$ cat src/rtl/rotor_pkg.sv
package rotor_pkg;

    // Widest mask any rotation instance may use.
    localparam int MAX_W = 16;

    typedef logic [MAX_W-1:0] rmask_t;

    // Rotation state: bits still pending in this round, and members
    // pulled out ahead of the candidate that skip the next refill.
    typedef struct packed {
        rmask_t pend;
        rmask_t held;
    } rot_state_t;

    typedef struct packed {
        rot_state_t st;
        rmask_t     grant;
    } rot_step_t;

    function automatic rmask_t full_mask(int w);
        rmask_t m;
        m = '0;
        for (int i = 0; i < MAX_W; i++)
            if (i < w) m[i] = 1'b1;
        return m;
    endfunction

    function automatic rmask_t top_bit(rmask_t m);
        rmask_t r;
        r = '0;
        for (int i = 0; i < MAX_W; i++)
            if (m[i]) begin
                r    = '0;
                r[i] = 1'b1;
            end
        return r;
    endfunction

    function automatic rot_state_t refill(rot_state_t s, rmask_t full);
        rot_state_t w;
        w = s;
        if (w.pend == '0) begin
            w.pend = full ^ w.held;
            w.held = '0;
        end
        return w;
    endfunction

    // One cycle of a rotation: optional advance, then optional removal.
    function automatic rot_step_t rot_step(rot_state_t s, rmask_t full,
                                           rmask_t rdy, logic adv,
                                           logic rm_vld, rmask_t rm_id);
        rot_step_t  o;
        rot_state_t w;
        rmask_t     hit;
        rmask_t     cur;
        w       = s;
        o.grant = '0;
        if (adv) begin
            hit = w.pend & rdy;
            if (hit == '0) begin
                w.pend = full ^ w.held;
                w.held = '0;
                hit    = w.pend & rdy;
            end
            o.grant = top_bit(hit);
            if (o.grant != '0)
                w.pend = w.pend & (o.grant - rmask_t'(1));
            w = refill(w, full);
        end
        if (rm_vld) begin
            cur = top_bit(w.pend);
            if (rm_id > cur)
                w.held = w.held | rm_id;
            w.pend = w.pend & ~rm_id;
            w = refill(w, full);
        end
        o.st = w;
        return o;
    endfunction

endpackage

$ cat src/rtl/rr_rotor.sv
module rr_rotor #(
    parameter int W = 4
) (
    input  logic         clk,
    input  logic         rst,
    input  logic         adv,
    input  logic [W-1:0] rdy,
    input  logic         rm_vld,
    input  logic [W-1:0] rm_id,
    output logic [W-1:0] grant
);
    import rotor_pkg::*;

    localparam rmask_t FULL = full_mask(W);

    rot_state_t state_q;
    rot_step_t  step;

    always_comb begin
        step  = rot_step(state_q, FULL, rmask_t'(rdy), adv, rm_vld, rmask_t'(rm_id));
        grant = step.grant[W-1:0];
    end

    always_ff @(posedge clk) begin
        if (rst) begin
            state_q.pend <= FULL;
            state_q.held <= '0;
        end else begin
            state_q <= step.st;
        end
    end
endmodule

$ cat src/rtl/pipe_unit.sv
module pipe_unit #(
    parameter int P = 2
) (
    input  logic         clk,
    input  logic         rst,
    input  logic         adv,
    input  logic         use_hit,
    input  logic [P-1:0] use_pipe,
    input  logic         rel_hit,
    input  logic [P-1:0] rel_pipe,
    output logic [P-1:0] grant,
    output logic         any_free,
    output logic         drained
);
    logic [P-1:0] free_q;
    logic [P-1:0] free_n;

    always_comb begin
        free_n = free_q;
        if (rel_hit) free_n = free_n | rel_pipe;
        if (use_hit) free_n = free_n & ~use_pipe;
        drained  = use_hit && (free_n == '0);
        any_free = |free_q;
    end

    always_ff @(posedge clk) begin
        if (rst) free_q <= '1;
        else     free_q <= free_n;
    end

    rr_rotor #(.W(P)) u_rot (
        .clk    (clk),
        .rst    (rst),
        .adv    (adv),
        .rdy    (free_q),
        .rm_vld (1'b0),
        .rm_id  ({P{1'b0}}),
        .grant  (grant)
    );
endmodule

$ cat src/rtl/pipe_rotor_top.sv
module pipe_rotor_top #(
    parameter int NUM_RES   = 4,
    parameter int NUM_PIPES = 2
) (
    input  logic                 clk,
    input  logic                 rst,
    input  logic                 sel_req,
    output logic [NUM_RES-1:0]   sel_member,
    output logic [NUM_PIPES-1:0] sel_pipe,
    input  logic                 use_vld,
    input  logic [NUM_RES-1:0]   use_member,
    input  logic [NUM_PIPES-1:0] use_pipe,
    input  logic                 rel_vld,
    input  logic [NUM_RES-1:0]   rel_member,
    input  logic [NUM_PIPES-1:0] rel_pipe,
    output logic                 ready
);
    logic [NUM_RES-1:0]   unit_free;
    logic [NUM_RES-1:0]   unit_drained;
    logic [NUM_RES-1:0]   grp_grant;
    logic [NUM_PIPES-1:0] unit_grant [NUM_RES];

    for (genvar g = 0; g < NUM_RES; g++) begin : g_unit
        pipe_unit #(.P(NUM_PIPES)) u_unit (
            .clk      (clk),
            .rst      (rst),
            .adv      (sel_req & grp_grant[g]),
            .use_hit  (use_vld & use_member[g]),
            .use_pipe (use_pipe),
            .rel_hit  (rel_vld & rel_member[g]),
            .rel_pipe (rel_pipe),
            .grant    (unit_grant[g]),
            .any_free (unit_free[g]),
            .drained  (unit_drained[g])
        );
    end

    rr_rotor #(.W(NUM_RES)) u_group (
        .clk    (clk),
        .rst    (rst),
        .adv    (sel_req),
        .rdy    (unit_free),
        .rm_vld (|unit_drained),
        .rm_id  (unit_drained),
        .grant  (grp_grant)
    );

    always_comb begin
        sel_pipe = '0;
        for (int i = 0; i < NUM_RES; i++)
            sel_pipe = sel_pipe | unit_grant[i];
        sel_member = grp_grant;
        ready      = |unit_free;
    end
endmodule

$ cat config.mk
export PLATFORM = sky130hd
export DESIGN_NAME = pipe_rotor_top
export DESIGN_NICKNAME = d
export VERILOG_FILES = /design/src/rtl/rotor_pkg.sv /design/src/rtl/rr_rotor.sv /design/src/rtl/pipe_unit.sv /design/src/rtl/pipe_rotor_top.sv
export SDC_FILE = /design/constraint.sdc
export NUM_CORES = 1
export LEC_CHECK = 0
export ABC_AREA = 1
export CORE_ASPECT_RATIO = 1.5
export CORE_UTILIZATION = 50
export CTS_BUF_LIST = sky130_fd_sc_hd__clkbuf_8
export DETAILED_ROUTE_END_ITERATION = 12
export DONT_BUFFER_PORTS = 1
export SYNTH_ARGS = -nofsm -noshare
export SYNTH_HDL_FRONTEND = slang
export SYNTH_SLANG_ARGS = --single-unit
$ cat constraint.sdc
create_clock -name clk -period 5.6 [get_ports clk]
set_input_delay 0.28 -clock clk [delete_from_list [all_inputs] [get_ports clk]]
set_output_delay 0.28 -clock clk [all_outputs]
set_load 0.02 [all_outputs]
==> summary.md <==
| Metric | Value |
|---|---|
| Period minus WS final | `4.97 ns` |
| Max-slew violations | `0` |
| Synth Area in Simple Gates | `32.4%` |
| DRC | `6` |
| Die Ht | `166 um` |
| Pwr dens | `266 nW/um^2` |
| Status | `finished with violations` |
| Crit path required time | `5.96 ns` |
| Register area share after synthesis | `37.5%` |
| DRT antenna net count | `0` |
| Post-synth EDFFs | `0` |
| First-pass GRT wire length | `38200 um` |
| Wire length on met3 | `1030 um` |
| Clk root buf | `clkbuf_8` |
| Synth Area in Adders | `0.977%` |
| Syn_area_per_cell | `6.72 sq um` |
| Worst EP arrival | `5.33 ns` |
| Syn. warnings | `0` |
| RSZ-0062 raised after global routing | `false` |
| Die X | `111 um` |
| VDD IR max | `189 uV` |
| Highest Signal Layer | `met4` |
| CTS tree | `done` |
| Total CTS buffers | `17` |
| Max Clock Skew | `0.0164 ns` |
| Clock latency on the worst-skew pair | `0.47 ns` |
| Max-Slew Margin vs Limit | `27.7%` |
| Core area | `17400 sq um` |
| Synth Area in Compound Gates | `16.8%` |
| Worst path buffer plus inverter count | `4` |
| Via density per instance | `5.48` |
| Crit path kind | `reg -> reg` |
| Top FF cell, synth | `dfxtp_1` |
| HP Class | `in -> reg` |
| Psw | `789 uW` |
| Met2 wire length | `11100 um` |
| DRT iter0 DRCs | `534` |
| CP max stage cell | `dfxtp_1` |
| Final hold violation count | `0` |
| DIE AREA | `18500 sq um` |
| Post-CTS setup buffer count | `0` |
| Mapped Cells | `1334` |
| Routability congestion estimate | `0.889` |
| WL final | `22700 um` |
| Placed instance area | `8960 sq um` |
| Starting Density | `51.5%` |
| Drt pass-1 iters | `9` |
| Violated checks | `DRC` |
| Int Pwr | `1710 uW` |
| Most frequent cells in the layout | `nand2_1 (343), inv_1 (183), dfxtp_1 (168)` |
| Multiplexer share of the synthesized area | `0%` |
| Cell area after layout | `9410 sq um` |
| I/O Pins | `24` |
| Initial antenna violation count | `0` |
| Crit-path leading delay family | `simple AND/OR/NAND/NOR gates` |
| Largest net degree at the start of global routing | `78` |
| Total gr overflow | `0` |
| Number of global-route vias before repair | `7753` |
| CP dominant cell by count | `nand2_1` |
| Achievable Freq | `201 MHz` |
| Clk pwr share | `35.7%` |
| Diodes inserted | `0` |
| Hpwl dp | `14900 um` |
| Leak | `0.00393 uW` |
| Setup_tns | `0 ns` |
| Critical Path Max Stage Delay | `0.37 ns` |
| Share of cells above drive strength 1 | `7.53%` |
| Mapped Nets | `1358` |
| Mapped cell area | `8970 sq um` |
| Worst-path clk slew | `0.10 ns` |
| GRT Util Overall | `25.4%` |
| Yosys reg bits | `168` |
| Clk buf depth | `2` |
| Layout area overhead | `4.90%` |
| Largest family of logic cells by synthesized area | `simple AND/OR/NAND/NOR gates` |
| Startpoint Class | `flop` |
| Leading cell type in the layout, fill and taps excluded | `nand2_1` |
| XOR/XNOR Fraction of Synth Area | `0%` |
| Synth cell types | `44` |
| Critical Path End Type | `flop` |
| Sequential fraction of design power | `50.1%` |
| Row count | `59` |
| Setup Viol. Count Final | `0` |
| Sw frac | `31.6%` |
| Reg2Reg Setup Slack | `0.63 ns` |
| Count of clock tree sinks | `168` |
| Maxcap violations | `0` |
| Critical Path Fanout Max | `28` |
| Avg WL per Cell | `15.0 um` |
| # port buffers | `0` |
| H-tree Lvls | `4` |
| Vias | `8290` |
| Combinational Power Share | `14.2%` |
| Period utilization | `88.7%` |
| M1 WL | `10100 um` |
| Fin nets | `1312` |
| Slew @ Worst Pin | `1.08 ns` |
| Async set-or-reset flop fraction in the synthesized netlist | `0%` |
[cells in the mapped netlist (6+ instances only)]
master | n | area [sq um]
o211ai_1 | 39 | 293
nand2_1 | 343 | 1290
nand4_1 | 39 | 244
ha_1 | 7 | 87.6
a21oi_1 | 26 | 130
dfxtp_1 | 168 | 3360
a31oi_1 | 18 | 113
nor2_1 | 75 | 282
o21ai_0 | 105 | 526
inv_2 | 8 | 30.0
clkbuf_1 | 57 | 214
o311ai_0 | 19 | 166
o21ai_1 | 13 | 65.1
nor3_1 | 72 | 360
buf_4 | 7 | 52.6
buf_6 | 7 | 78.8
o221ai_1 | 6 | 52.6
nor2_2 | 6 | 37.5
nand3_1 | 79 | 395
inv_1 | 184 | 691
[cell families (layout without fill, tap and decap cells)]
kind of cell,after synthesis,after routing
adders and majority gates,7,7
buffers and inverters,272,239
and+or+nand+nor,643,643
AOI/OAI and AO/OA,244,244
DFF,168,168
[sequential cells by signal, indices dropped and copies added (netlist names)]
register,cells
g_unit.u_unit.free_q,8
g_unit.u_unit.u_rot.state_q,128
u_group.state_q,32
[worst paths after layout]
kind | depth (start not counted) | from | endpoint
setup / recovery | 38 | g_unit[2].u_unit.free_q[0] | u_group.state_q[16]
hold / removal | 3 | use_vld | g_unit[2].u_unit.free_q[1]
setup reg to reg | 38 | g_unit[2].u_unit.free_q[0] | u_group.state_q[16]
hold reg to reg | 2 | g_unit[0].u_unit.u_rot.state_q[12] | g_unit[0].u_unit.u_rot.state_q[12]
[worst min-delay path: cells and delay by family]
| family | cells | cell delay, ns |
|---|---|---|
| and+or+nand+nor | 2 | 0.11 |
| AOI/OAI and AO/OA | 1 | 0.09 |
[power by group through the flow]
stage	clock (uW)	sequential, uW	combinational [uW]
after global routing	976	1260	399
after detailed placement	0	1280	342
after global placement	0	1280	344
after CTS	924	1250	355
final	892	1250	354
after floorplan	0	1270	283
[metrics by stage]
step / utilization [%] / std cells / power (uW) / hold slack [ns] / worst slack, ns
6_report: 54.0 / 1514 / 2500 / 0.0439 / 0.631
2_1_floorplan: - / 1334 / 1560 / 0.433 / 1.31
4_1_cts: 54.0 / 1514 / 2530 / 0.0190 / 0.565
5_1_grt: 54.0 / 1514 / 2630 / 0.0308 / 0.00644
3_3_place_gp: 51.4 / 1481 / 1620 / 0.363 / 0.732
3_5_place_dp: 51.4 / 1481 / 1620 / 0.364 / 0.600
[per-layer routing]
layer | vias up | track usage (%)
li1 | 4308 | -
met1 | 3823 | 31.6
met2 | 127 | 43.7
met3 | 32 | 5.66
met4 | 0 | 7.34
met5 | - | 0
[timing repair]
action | CTS | global route
endpoints found under the hold margin | 77 | 0
setup endpoints to repair | 0 | 6
resized for setup | 0 | 1
hold buffers | 1 | 0
[area by class of cell]
cell class | instances | area (sq um)
Timing Repair Buffer | 14 | 129
Inverter | 193 | 724
Clock buffer | 17 | 234
Tap cell | 213 | 267
Fill cell | 1811 | 8020
Sequential cell | 168 | 3360
Clock inverter | 15 | 180
Multi-Input combinational cell | 894 | 4510
Note: power is estimated with default switching activity, not from simulation.
